## src/rtl/serial_word_loader.sv

```systemverilog
module serial_word_loader #(
  parameter int WORD_W      = 16,
  parameter int SYNC_STAGES = 2
) (
  input  logic              clk,
  input  logic              rst_n,
  input  logic              ser_clk,
  input  logic              ser_data,
  input  logic              ser_load,
  output logic [WORD_W-1:0] word_q,
  output logic              word_upd
);
  localparam int TOP = SYNC_STAGES - 1;

  logic [TOP:0]        sck_sync, sdat_sync, sld_sync;
  logic                sck_prev, sld_prev;
  logic                fall, load_rise;
  logic [WORD_W-1:0]   shreg;

  always_ff @(posedge clk or negedge rst_n) begin
    if (!rst_n) begin
      sck_sync  <= '0;
      sdat_sync <= '0;
      sld_sync  <= '0;
      sck_prev  <= 1'b0;
      sld_prev  <= 1'b0;
    end else begin
      sck_sync  <= {sck_sync[TOP-1:0], ser_clk};
      sdat_sync <= {sdat_sync[TOP-1:0], ser_data};
      sld_sync  <= {sld_sync[TOP-1:0], ser_load};
      sck_prev  <= sck_sync[TOP];
      sld_prev  <= sld_sync[TOP];
    end
  end

  assign fall      = sck_prev & ~sck_sync[TOP];
  assign load_rise = sld_sync[TOP] & ~sld_prev;

  always_ff @(posedge clk or negedge rst_n) begin
    if (!rst_n)    shreg <= '0;
    else if (fall) shreg <= {sdat_sync[TOP], shreg[WORD_W-1:1]};
  end

  always_ff @(posedge clk or negedge rst_n) begin
    if (!rst_n) begin
      word_q   <= '0;
      word_upd <= 1'b0;
    end else begin
      word_upd <= load_rise;
      if (load_rise) word_q <= shreg;
    end
  end

  p_shift_only_on_fall_r2: assert property (@(posedge clk) disable iff (!rst_n)
    !fall |=> $stable(shreg));

  p_word_stable_r4: assert property (@(posedge clk) disable iff (!rst_n)
    !word_upd |-> word_q == $past(word_q));

  p_load_takes_shreg_r5: assert property (@(posedge clk) disable iff (!rst_n)
    word_upd |-> word_q == $past(shreg));

  p_strobe_single_r6: assert property (@(posedge clk) disable iff (!rst_n)
    word_upd |=> !word_upd);

  p_strobe_needs_rise_r5: assert property (@(posedge clk) disable iff (!rst_n)
    $rose(word_upd) |-> $past(sld_sync[TOP]));
endmodule

```

## config.mk

```make
export PLATFORM = sky130hd
export DESIGN_NAME = serial_word_loader
export DESIGN_NICKNAME = d
export VERILOG_FILES = /design/src/rtl/serial_word_loader.sv
export SDC_FILE = /design/constraint.sdc
export NUM_CORES = 1
export LEC_CHECK = 0
export ABC_CLOCK_PERIOD_IN_PS = 1950
export BUFFER_PORTS_ARGS = -buffer_cell sky130_fd_sc_hd__buf_2
export CAP_MARGIN = 15
export CORE_MARGIN = 1
export CORE_UTILIZATION = 40
export DETAILED_ROUTE_END_ITERATION = 16
export PLACE_DENSITY = 0.62
export SKIP_CTS_REPAIR_TIMING = 1
export SYNTH_ARGS = -nofsm -noshare
export SYNTH_HDL_FRONTEND = slang
export SYNTH_SLANG_ARGS = --single-unit
```

## constraint.sdc

```tcl
create_clock -name clk -period 1.95 [get_ports clk]
set_input_delay 0.0975 -clock clk [delete_from_list [all_inputs] [get_ports clk]]
set_output_delay 0.0975 -clock clk [all_outputs]
set_load 0.1 [all_outputs]
```

== After elaboration in Yosys (flattened, before gate mapping) ==
Index checks and enable logic that the tools add are counted.

* Logic and storage cells: 12
* Register bits after elaboration: 41
* Input port bits: 5
* Output and inout port bits: 17

* Bitwise operators: 4

{| class="wikitable"
|+ Operators by type and width
! operator !! count
|-
| 1-bit bitwise AND || 2
|-
| 1-bit NOT || 2
|}

== Logic depth before layout (Yosys ltp) ==
Gate-level depths: netlist (run 1).

* Depth in word-level cells: 2
* Gate-level depth with buffers: 4
* Mapped depth without buffers: 2

== Worst setup path after synthesis (run 1) ==
No wires, ideal clock.

* Path kind: register -> register
* Start: register, netlist name word_q[10]
* End: register word_q[10]
* Cell stages (with the launch flop): 2
* Path buffers: 0
* Library setup time: 126 ps
* Required time: 1824 ps
* Clock period less this slack: 1258 ps
* Setup slack: 692 ps
* Arrival time: 1132 ps
* Cells stage by stage: dfrtp_1 -> mux2_4

{| class="wikitable"
|+ RTL lines
! item !! RTL line !! source
|-
| end signal: assignment || 50 || <nowiki>if (load_rise) word_q <= shreg;</nowiki>
|-
| end: declaration || 10 || <nowiki>output logic [WORD_W-1:0] word_q,</nowiki>
|}

== Worst setup path after layout (run 1) ==
* Start: register sld_prev
* End: register word_q[14]

* Word-level cells in the longest chain between the ends: 2

{| class="wikitable"
|+ Ends and longest elaborated chain
! item !! RTL line !! source
|-
| start: declaration || 16 || <nowiki>logic sck_prev, sld_prev;</nowiki>
|-
| start signal: assignment || 32 || <nowiki>sld_prev <= sld_sync[TOP];</nowiki>
|-
| 1-bit NOT || 37 || <nowiki>assign load_rise = sld_sync[TOP] & ~sld_prev;</nowiki>
|-
| 1-bit bitwise AND || 37 ||
|}

No other way between the ends.
A chain may end at the register's enable or synchronous reset.

==> summary.md, run 1 <==
| Metric | Value |
|---|---|
| Share of cells above drive strength 1 | `57.8%` |
| R2R depth | `2` |
| I/O pin count | `22` |
| Nature of the critical path endpoint | `flop` |
| Final nets | `114` |
| Share of flip-flops with an asynchronous set or reset | `100%` |
| Worst-margin pin slew | `0.578 ns` |
| Post-synth top area share | `66.7%` |
| #FFs+latches synth | `41` |
| Tot GR Track Use | `12.1%` |
| Clk root buf | `clkbuf_8` |
| Drt first pass iters | `4` |
| Reg area | `0.00103 mm2` |
| Clk_lat worst skew | `0.29 ns` |
| Worst EP arrival | `1.57 ns` |
| WL final | `2040 um` |
| Synthesized net count | `84` |
| Antenna Cells | `0` |
| Post-synth top cells | `dfrtp_1 (41), mux2_4 (19), mux2_2 (13), buf_6 (3)` |
| Number of synthesized flops with an enable pin | `0` |
| FP Rows | `22` |
| Endpoints failing hold | `0` |
| Detailed placer's ending HPWL | `1370 um` |
| Dominant synthesized flop cell | `dfrtp_1` |
| Gpl congestion | `0.690` |
| Port Buffers | `21` |
| Final setup violation count | `0` |
| Clock tree buffer depth | `2` |
| H-Tree Depth | `2` |
| Initial Util | `41.7%` |
| Worst clock skew | `0.00307 ns` |
| Synthesized instance count | `79` |
| Outcome | `completed` |
| Register area share after synthesis | `66.7%` |
| Top post-synthesis cells by area | `dfrtp_1 (67%), mux2_4 (19%), mux2_2 (9.5%)` |
| Distinct cell type count after synthesis | `7` |
| # DRC | `0` |
| Clock sink total | `41` |
| Largest net degree at the start of global routing | `22` |
| RSZ-0062 raised after global routing | `no` |
| Critical path startpoint category | `flop` |
| Top-count cell post-synth | `dfrtp_1` |
| Setup TNS | `0 ns` |
| Post-DRT Antenna Nets | `0` |
| First-pass GRT wire length | `3500 um` |
| CP max FO | `17` |
| Initial drt markers | `31` |
| Worst relative slew slack | `61.4%` |
| Max-slew violations | `0` |
| Routed vias/inst | `4.69` |
| Critical Path RT | `2.13 ns` |
| Final Critical Period | `1.39 ns` |
| Die ar. | `0.00410 mm2` |
| Grt total ovfl | `0` |
| Max-cap viol count | `0` |
| Crit Path Category | `reg -> reg` |
| Clock-pin slew on the worst setup and hold paths | `0.07 ns` |
| Vias | `737` |
| Cell area after technology mapping | `0.00154 mm2` |
| Vias in the first global route | `734` |
| Multi-input logic area | `459 um2` |
| TritonCTS clock tree | `yes` |
| Cell taking the most area after synthesis | `dfrtp_1` |
| Die extent in x | `64.0 um` |
| Inserted Clock Buffers | `5` |
| CORE AREA | `0.00369 mm2` |
| Fill cell count | `340` |
| Yosys warnings | `0` |
| Hold WC Path Type | `in -> async` |
| Crit share post-route | `71.3%` |
| Initial antenna violation count | `0` |
| FMAX | `720 MHz` |
| Synthesis-to-finish area growth | `16.4%` |
| Routed len/inst | `13.0 um` |
| Post-Syn Area per Cell | `19.5 um2` |
| Die height | `64.0 um` |
[routing by layer]
metal / vias to the layer above / wire, um / share of wire (%) / GRT usage [%]
met5: - / 0 / 0 / 0
met4: 0 / 59 / 2.9 / 6.82
met3: 5 / 130 / 6.4 / 6.96
met2: 21 / 910 / 45 / 16.4
met1: 385 / 943 / 46 / 14.9
li1: 326 / - / - / -
[critical path: stages, from the launching register on]
cell,delay (ns)
dfrtp_1,0.39
nor2b_4,0.48
mux2_2,0.40
[path summary, 6_finish.rpt]
check                       startpoint          end  slack (ns)
max in group asynchronous        rst_n    shreg[15]        1.43
setup / recovery              sld_prev   word_q[14]        0.56
min in group clk           sck_sync[0]  sck_sync[1]        0.35
hold reg to reg            sck_sync[0]  sck_sync[1]        0.35
hold / removal                   rst_n     shreg[6]        0.31
setup reg to reg              sld_prev   word_q[14]        0.56
[placed cells by master, fill, tap and decap left out]
cell type,Yosys,final
mux2_4,19,19
buf_4,0,2
nand2b_4,1,1
buf_2,0,21
clkbuf_8,0,6
dlygate4sd3_1,0,4
clkbuf_1,0,1
dfrtp_1,41,41
mux2_2,13,13
nor2b_4,1,1
[registers in the layout, indices dropped and copies added, names as in the netlist]
register and cells:
shreg 16, word_q 16, sck_sync 2, sdat_sync 2, sld_sync 2, sck_prev 1
sld_prev 1, word_upd 1
[cell type report]
type / count / share of cell area [%]
Sequential cell: 41 / 57.3
Multi-Input combinational cell: 34 / 25.6
Timing Repair Buffer: 27 / 8.94
Clock buffer: 7 / 4.82
Tap cell: 48 / 3.35
[cell families after synthesis]
family	after synthesis	share of synthesized area (%)
mux	32	28.0
buf+inv	4	3.50
simple gates	2	1.79
flops	41	66.7
[through the flow]
| step | utilization [%] | worst slack (ns) | area, um2 | std cells | hold slack, ns |
|---|---|---|---|---|---|
| finish | 48.6 | 0.560 | 1790 | 157 | 0.315 |
| global route | 48.6 | 0.487 | 1790 | 157 | 0.326 |
| CTS | 47.5 | 0.537 | 1750 | 153 | -0.231 |
| detailed placement | 45.1 | 0.549 | 1670 | 146 | 0.0891 |
| global placement | 45.1 | 0.547 | 1670 | 146 | 0.0877 |
| floorplan | - | 0.692 | 1540 | 79 | -0.198 |
Power of run 1 is left out: the tool's default activity adds up to more than one toggle a clock period on the data nets, which glitch-free logic cannot reach.
==> inputs of run 2 (changes only) <==
--- a/config.mk
+++ b/config.mk
@@ -5,7 +5,7 @@
 export SDC_FILE = /design/constraint.sdc
 export NUM_CORES = 1
 export LEC_CHECK = 0
-export ABC_CLOCK_PERIOD_IN_PS = 1950
+export ABC_CLOCK_PERIOD_IN_PS = 1300
 export BUFFER_PORTS_ARGS = -buffer_cell sky130_fd_sc_hd__buf_2
 export CAP_MARGIN = 15
 export CORE_MARGIN = 1
==> constraint.sdc (replaced) <==
create_clock -name clk -period 1.3 [get_ports clk]
set_input_delay 0.065 -clock clk [delete_from_list [all_inputs] [get_ports clk]]
set_output_delay 0.065 -clock clk [all_outputs]
set_load 0.1 [all_outputs]
==> run 2 against run 1 <==
Sequential share of layout area decreased by 1.0 points. Worst setup slack got worse by 0.42 ns. Cell count is 0.64% higher. Largest cell class unchanged.
==> summary.md, run 2 (synthesis gave the netlist of run 1 again) <==
| Metric | Value |
|---|---|
| Endpoints failing hold | `0 (unchanged)` |
| CP max FO | `7 (-10)` |
| Post-DRT Antenna Nets | `0 (unchanged)` |
| Routed vias/inst | `4.60 (-2.0%)` |
| R2R depth | `3 (+1)` |
| Max-cap viol count | `0 (unchanged)` |
| Outcome | `completed` |
| Critical R2R Launch | `sld_prev` |
| Drt first pass iters | `2 (-2)` |
| Crit Path Category | `reg -> reg` |
| Tot GR Track Use | `12.4% (+0.26 points)` |
| Initial antenna violation count | `0 (unchanged)` |
| Crit share post-route | `89.1% (+18 points)` |
| WL final | `2090 um (+2.4%)` |
| # DRC | `0 (unchanged)` |
| H-Tree Depth | `2 (unchanged)` |
| Port Buffers | `21 (unchanged)` |
| Clock sink total | `41 (unchanged)` |
| Die ar. | `0.00410 mm2 (unchanged)` |
| Max-slew violations | `0 (unchanged)` |
| Initial drt markers | `18 (-42%)` |
| Wl on met1 | `1010 um (+6.6%)` |
| Detailed placer's ending HPWL | `1390 um (+1.1%)` |
| FMAX | `863 MHz (+20%)` |
| PnR worst setup slack | `0.142 ns (-0.419 ns)` |
| Worst EP arrival | `1.34 ns (-0.23 ns)` |
| DP Worst Slack | `0.135 ns (-0.414 ns)` |
| Nature of the critical path endpoint | `flop` |
| Clk root buf | `clkbuf_8` |
| Inserted Clock Buffers | `5 (unchanged)` |
| Critical path startpoint category | `flop` |
| R2R Path End | `word_q[15]` |
| Largest net degree at the start of global routing | `24 (+9.1%)` |
| Most common cell after layout, fill and taps aside | `dfrtp_1` |
| Clock-pin slew on the worst setup and hold paths | `0.07 ns (about the same)` |
| TritonCTS clock tree | `yes` |
| R2r setup slk | `0.14 ns (-0.42 ns)` |
| Final setup violation count | `0 (unchanged)` |
| Biggest regs | `shreg: 16 flops, word_q: 16 flops` |
| Antenna Cells | `0 (unchanged)` |
| First-pass GRT wire length | `3570 um (+2.2%)` |
| I/O pin count | `22 (unchanged)` |
| Clk_lat worst skew | `0.29 ns (about the same)` |
| Hold WC Path Type | `in -> async` |
| FP Rows | `22 (unchanged)` |
| Final Critical Period | `1.16 ns (-0.231 ns)` |
| Synthesis-to-finish area growth | `18.5%` |
| Worst-margin pin slew | `0.486 ns (-0.0923 ns)` |
| Grt total ovfl | `0 (unchanged)` |
| Critical Path RT | `1.48 ns (-0.65 ns)` |
| Gpl congestion | `0.674 (-2.4%)` |
| Vias in the first global route | `758 (+3.3%)` |
| Routed wl met3 | `98 um (-25%)` |
| Initial Util | `41.7% (unchanged)` |
| Fill cell count | `327 (-3.8%)` |
| Worst clock skew | `0.00786 ns (+0.00479 ns)` |
| Share of cells above drive strength 1 | `58.2% (+0.38 points)` |
| Die extent in x | `64.0 um (unchanged)` |
| Vias | `727 (-1.4%)` |
| CP endpoint | `word_q[15]` |
| Die height | `64.0 um (unchanged)` |
| Design area | `0.00182 mm2 (+1.8%)` |
| Worst relative slew slack | `67.8% (+6.5 points)` |
| Worst setup startpoint | `sld_prev` |
| Met2 routed WL | `909 um (-0.11%)` |
| CORE AREA | `0.00369 mm2 (unchanged)` |
| Final nets | `115 (+0.88%)` |
| Most frequent cells in the layout | `dfrtp_1 (41), buf_2 (21), mux2_4 (19), mux2_2 (13), clkbuf_8 (6)` |
| DP Area | `0.00170 mm2 (+2.0%)` |
| Top sig layer | `met4` |
| Setup TNS | `0 ns (unchanged)` |
| Clock tree buffer depth | `2 (unchanged)` |
| RSZ-0062 raised after global routing | `no` |
| Routed len/inst | `13.2 um (+1.8%)` |
-- run 2: worst max-delay path, cell delays in order (launching register included) --
cell and delay (ns):
dfrtp_1 0.39, nor2b_4 0.14, buf_4 0.18, mux2_2 0.33
-- run 2: cell type report --
class	count	area (um2)	area share, %
clock buffer	7	86.3	4.73
sequential	41	1030	56.2
tap	48	60.1	3.29
multi-input combinational	34	459	25.2
timing repair buffer	28	193	10.6
-- run 2: worst min-delay path by stage --
stage | start | end | slack, ns | depth (start not counted)
after floorplan | rst_n | sck_prev | -0.23 | 0
after global placement | rst_n | word_q[8] | 0.04 | 1
after detailed placement | rst_n | word_q[8] | 0.04 | 1
after CTS | rst_n | word_q[8] | -0.29 | 1
after global routing | rst_n | word_q[8] | 0.30 | 2
final | rst_n | shreg[8] | 0.25 | 2
-- run 2: per-layer routing --
metal  global-route usage [%]  vias to the layer above
li1                         -                      332
met1                     14.8                      365
met2                     17.3                       21
met3                     4.46                        9
met4                     11.1                        0
met5                        0                        -
-- run 2: per-stage QoR --
step | hold WS (ns) | std cells | util, %
5_1_grt | 0.303 | 158 | 49.5
4_1_cts | -0.286 | 154 | 48.4
2_1_floorplan | -0.231 | 79 | -
6_report | 0.246 | 158 | 49.5
3_3_place_gp | 0.0357 | 147 | 46.0
3_5_place_dp | 0.0416 | 147 | 46.0
Power of run 2 is left out for the same reason.
==> inputs of run 3 (changes only) <==
--- a/config.mk
+++ b/config.mk
@@ -12,6 +12,7 @@
 export CORE_UTILIZATION = 40
 export DETAILED_ROUTE_END_ITERATION = 16
 export PLACE_DENSITY = 0.62
+export RECOVER_POWER = 50
 export SKIP_CTS_REPAIR_TIMING = 1
 export SYNTH_ARGS = -nofsm -noshare
 export SYNTH_HDL_FRONTEND = slang
==> run 3 against run 2 <==
Count of clock-buffer cells in the layout unchanged. Die area did not move. Routed wire length unchanged. Hold slack improved by 0.017 ns. First-iteration DRC count is the same. Core utilization stayed put. Sequential share of layout area is the same. Via count stayed put. Critical endpoint unchanged. Highest routed layer unchanged.
==> summary.md, run 3 (synthesis gave the netlist of run 1 again) <==
| Metric | Value |
|---|---|
| Most common cell after layout, fill and taps aside | `dfrtp_1` |
| Clock-pin slew on the worst setup and hold paths | `0.07 ns (about the same)` |
| Clk_lat worst skew | `0.29 ns (about the same)` |
| Routed len/inst | `13.2 um (unchanged)` |
| Vias | `727 (unchanged)` |
| FMAX | `863 MHz (unchanged)` |
| Met3 Resource Use GR | `4.46% (unchanged)` |
| Antenna Cells | `0 (unchanged)` |
| DP Worst Slack | `0.135 ns (unchanged)` |
| TritonCTS clock tree | `yes` |
| Gr busiest metal | `met2` |
| Worst relative slew slack | `66.7% (-1.1 points)` |
| I/O pin count | `22 (unchanged)` |
| Critical path startpoint category | `flop` |
| Clk root buf | `clkbuf_8` |
| RSZ-0062 raised after global routing | `no` |
| Die height | `64.0 um (unchanged)` |
| Die extent in x | `64.0 um (unchanged)` |
| First-pass GRT wire length | `3570 um (unchanged)` |
| Vias in the first global route | `758 (unchanged)` |
| Setup TNS | `0 ns (unchanged)` |
| Max-slew violations | `0 (unchanged)` |
| Nature of the critical path endpoint | `flop` |
| Grt total ovfl | `0 (unchanged)` |
| Gpl congestion | `0.674 (unchanged)` |
| Initial drt markers | `18 (unchanged)` |
| Routed vias/inst | `4.60 (unchanged)` |
| Drt first pass iters | `2 (unchanged)` |
| CORE AREA | `0.00369 mm2 (unchanged)` |
| Detailed placer's ending HPWL | `1390 um (unchanged)` |
| CP max FO | `7 (unchanged)` |
| Worst EP arrival | `1.34 ns (about the same)` |
| Synthesis-to-finish area growth | `18.5% (unchanged)` |
| Crit Path Category | `reg -> reg` |
| GR met1 Demand/Resource | `14.8% (unchanged)` |
| Largest net degree at the start of global routing | `24 (unchanged)` |
| Tot GR Track Use | `12.4% (unchanged)` |
| Die ar. | `0.00410 mm2 (unchanged)` |
| Most frequent cells in the layout | `dfrtp_1 (41), buf_2 (20), mux2_4 (19), mux2_2 (13), clkbuf_8 (6)` |
| Outcome | `completed` |
| Final setup violation count | `0 (unchanged)` |
| Crit share post-route | `89.1% (unchanged)` |
| Clock tree buffer depth | `2 (unchanged)` |
| Initial Util | `41.7% (unchanged)` |
| Post-DRT Antenna Nets | `0 (unchanged)` |
| PnR worst setup slack | `0.142 ns (unchanged)` |
| Final Critical Period | `1.16 ns (unchanged)` |
| Met2 GRT Util | `17.3% (unchanged)` |
| Worst clock skew | `0.00786 ns (unchanged)` |
| Initial antenna violation count | `0 (unchanged)` |
| Post-layout util | `49.5% (unchanged)` |
| Biggest regs | `shreg: 16 flops, word_q: 16 flops` |
| WL final | `2090 um (unchanged)` |
| # DRC | `0 (unchanged)` |
| Worst-margin pin slew | `0.499 ns (+0.0134 ns)` |
| H-Tree Depth | `2 (unchanged)` |
| Hold WC Path Type | `in -> async` |
| Final nets | `115 (unchanged)` |
| Port Buffers | `21 (unchanged)` |
| FP Rows | `22 (unchanged)` |
| Clock sink total | `41 (unchanged)` |
| Share of cells above drive strength 1 | `58.2% (unchanged)` |
| Critical Path RT | `1.48 ns (about the same)` |
| Endpoints failing hold | `0 (unchanged)` |
| Inserted Clock Buffers | `5 (unchanged)` |
| Max-cap viol count | `0 (unchanged)` |
-- run 3: path summary, 6_finish.rpt --
| kind | endpoint | cells past startpoint | slack, ns | startpoint |
|---|---|---|---|---|
| worst max-delay path | word_q[15] | 3 | 0.14 | sld_prev |
| worst min-delay path | shreg[8] | 2 | 0.26 | rst_n |
| worst max register to register | word_q[15] | 3 | 0.14 | sld_prev |
| worst min register to register | sdat_sync[1] | 0 | 0.35 | sdat_sync[0] |
| max in group asynchronous | sdat_sync[1] | 3 | 0.54 | rst_n |
| min in group clk | sdat_sync[1] | 0 | 0.35 | sdat_sync[0] |
-- run 3: metrics by stage --
stage | instance area [um2] | hold WS, ns | cells
2_1_floorplan | 1540 | -0.231 | 79
3_5_place_dp | 1700 | 0.0416 | 147
3_3_place_gp | 1700 | 0.0357 | 147
4_1_cts | 1780 | -0.286 | 154
6_report | 1820 | 0.263 | 158
5_1_grt | 1820 | 0.316 | 158
-- run 3: cell type report --
type | instances | area [um2]
fill | 327 | 1860
sequential | 41 | 1030
multi-input combinational | 34 | 459
timing repair buffer | 28 | 193
clock buffer | 7 | 86.3
tap | 48 | 60.1
-- run 3: routing by layer --
layer  routed length, um  vias up
li1                    -      332
met1                1000      365
met2                 909       21
met3                  98        9
met4                  80        0
met5                   0        -
-- run 3: worst max-delay path, stage by stage, from the launching register on --
cell and delay, ns:
dfrtp_1 0.39, nor2b_4 0.14, buf_4 0.18, mux2_2 0.33
Power of run 3 is left out for the same reason.
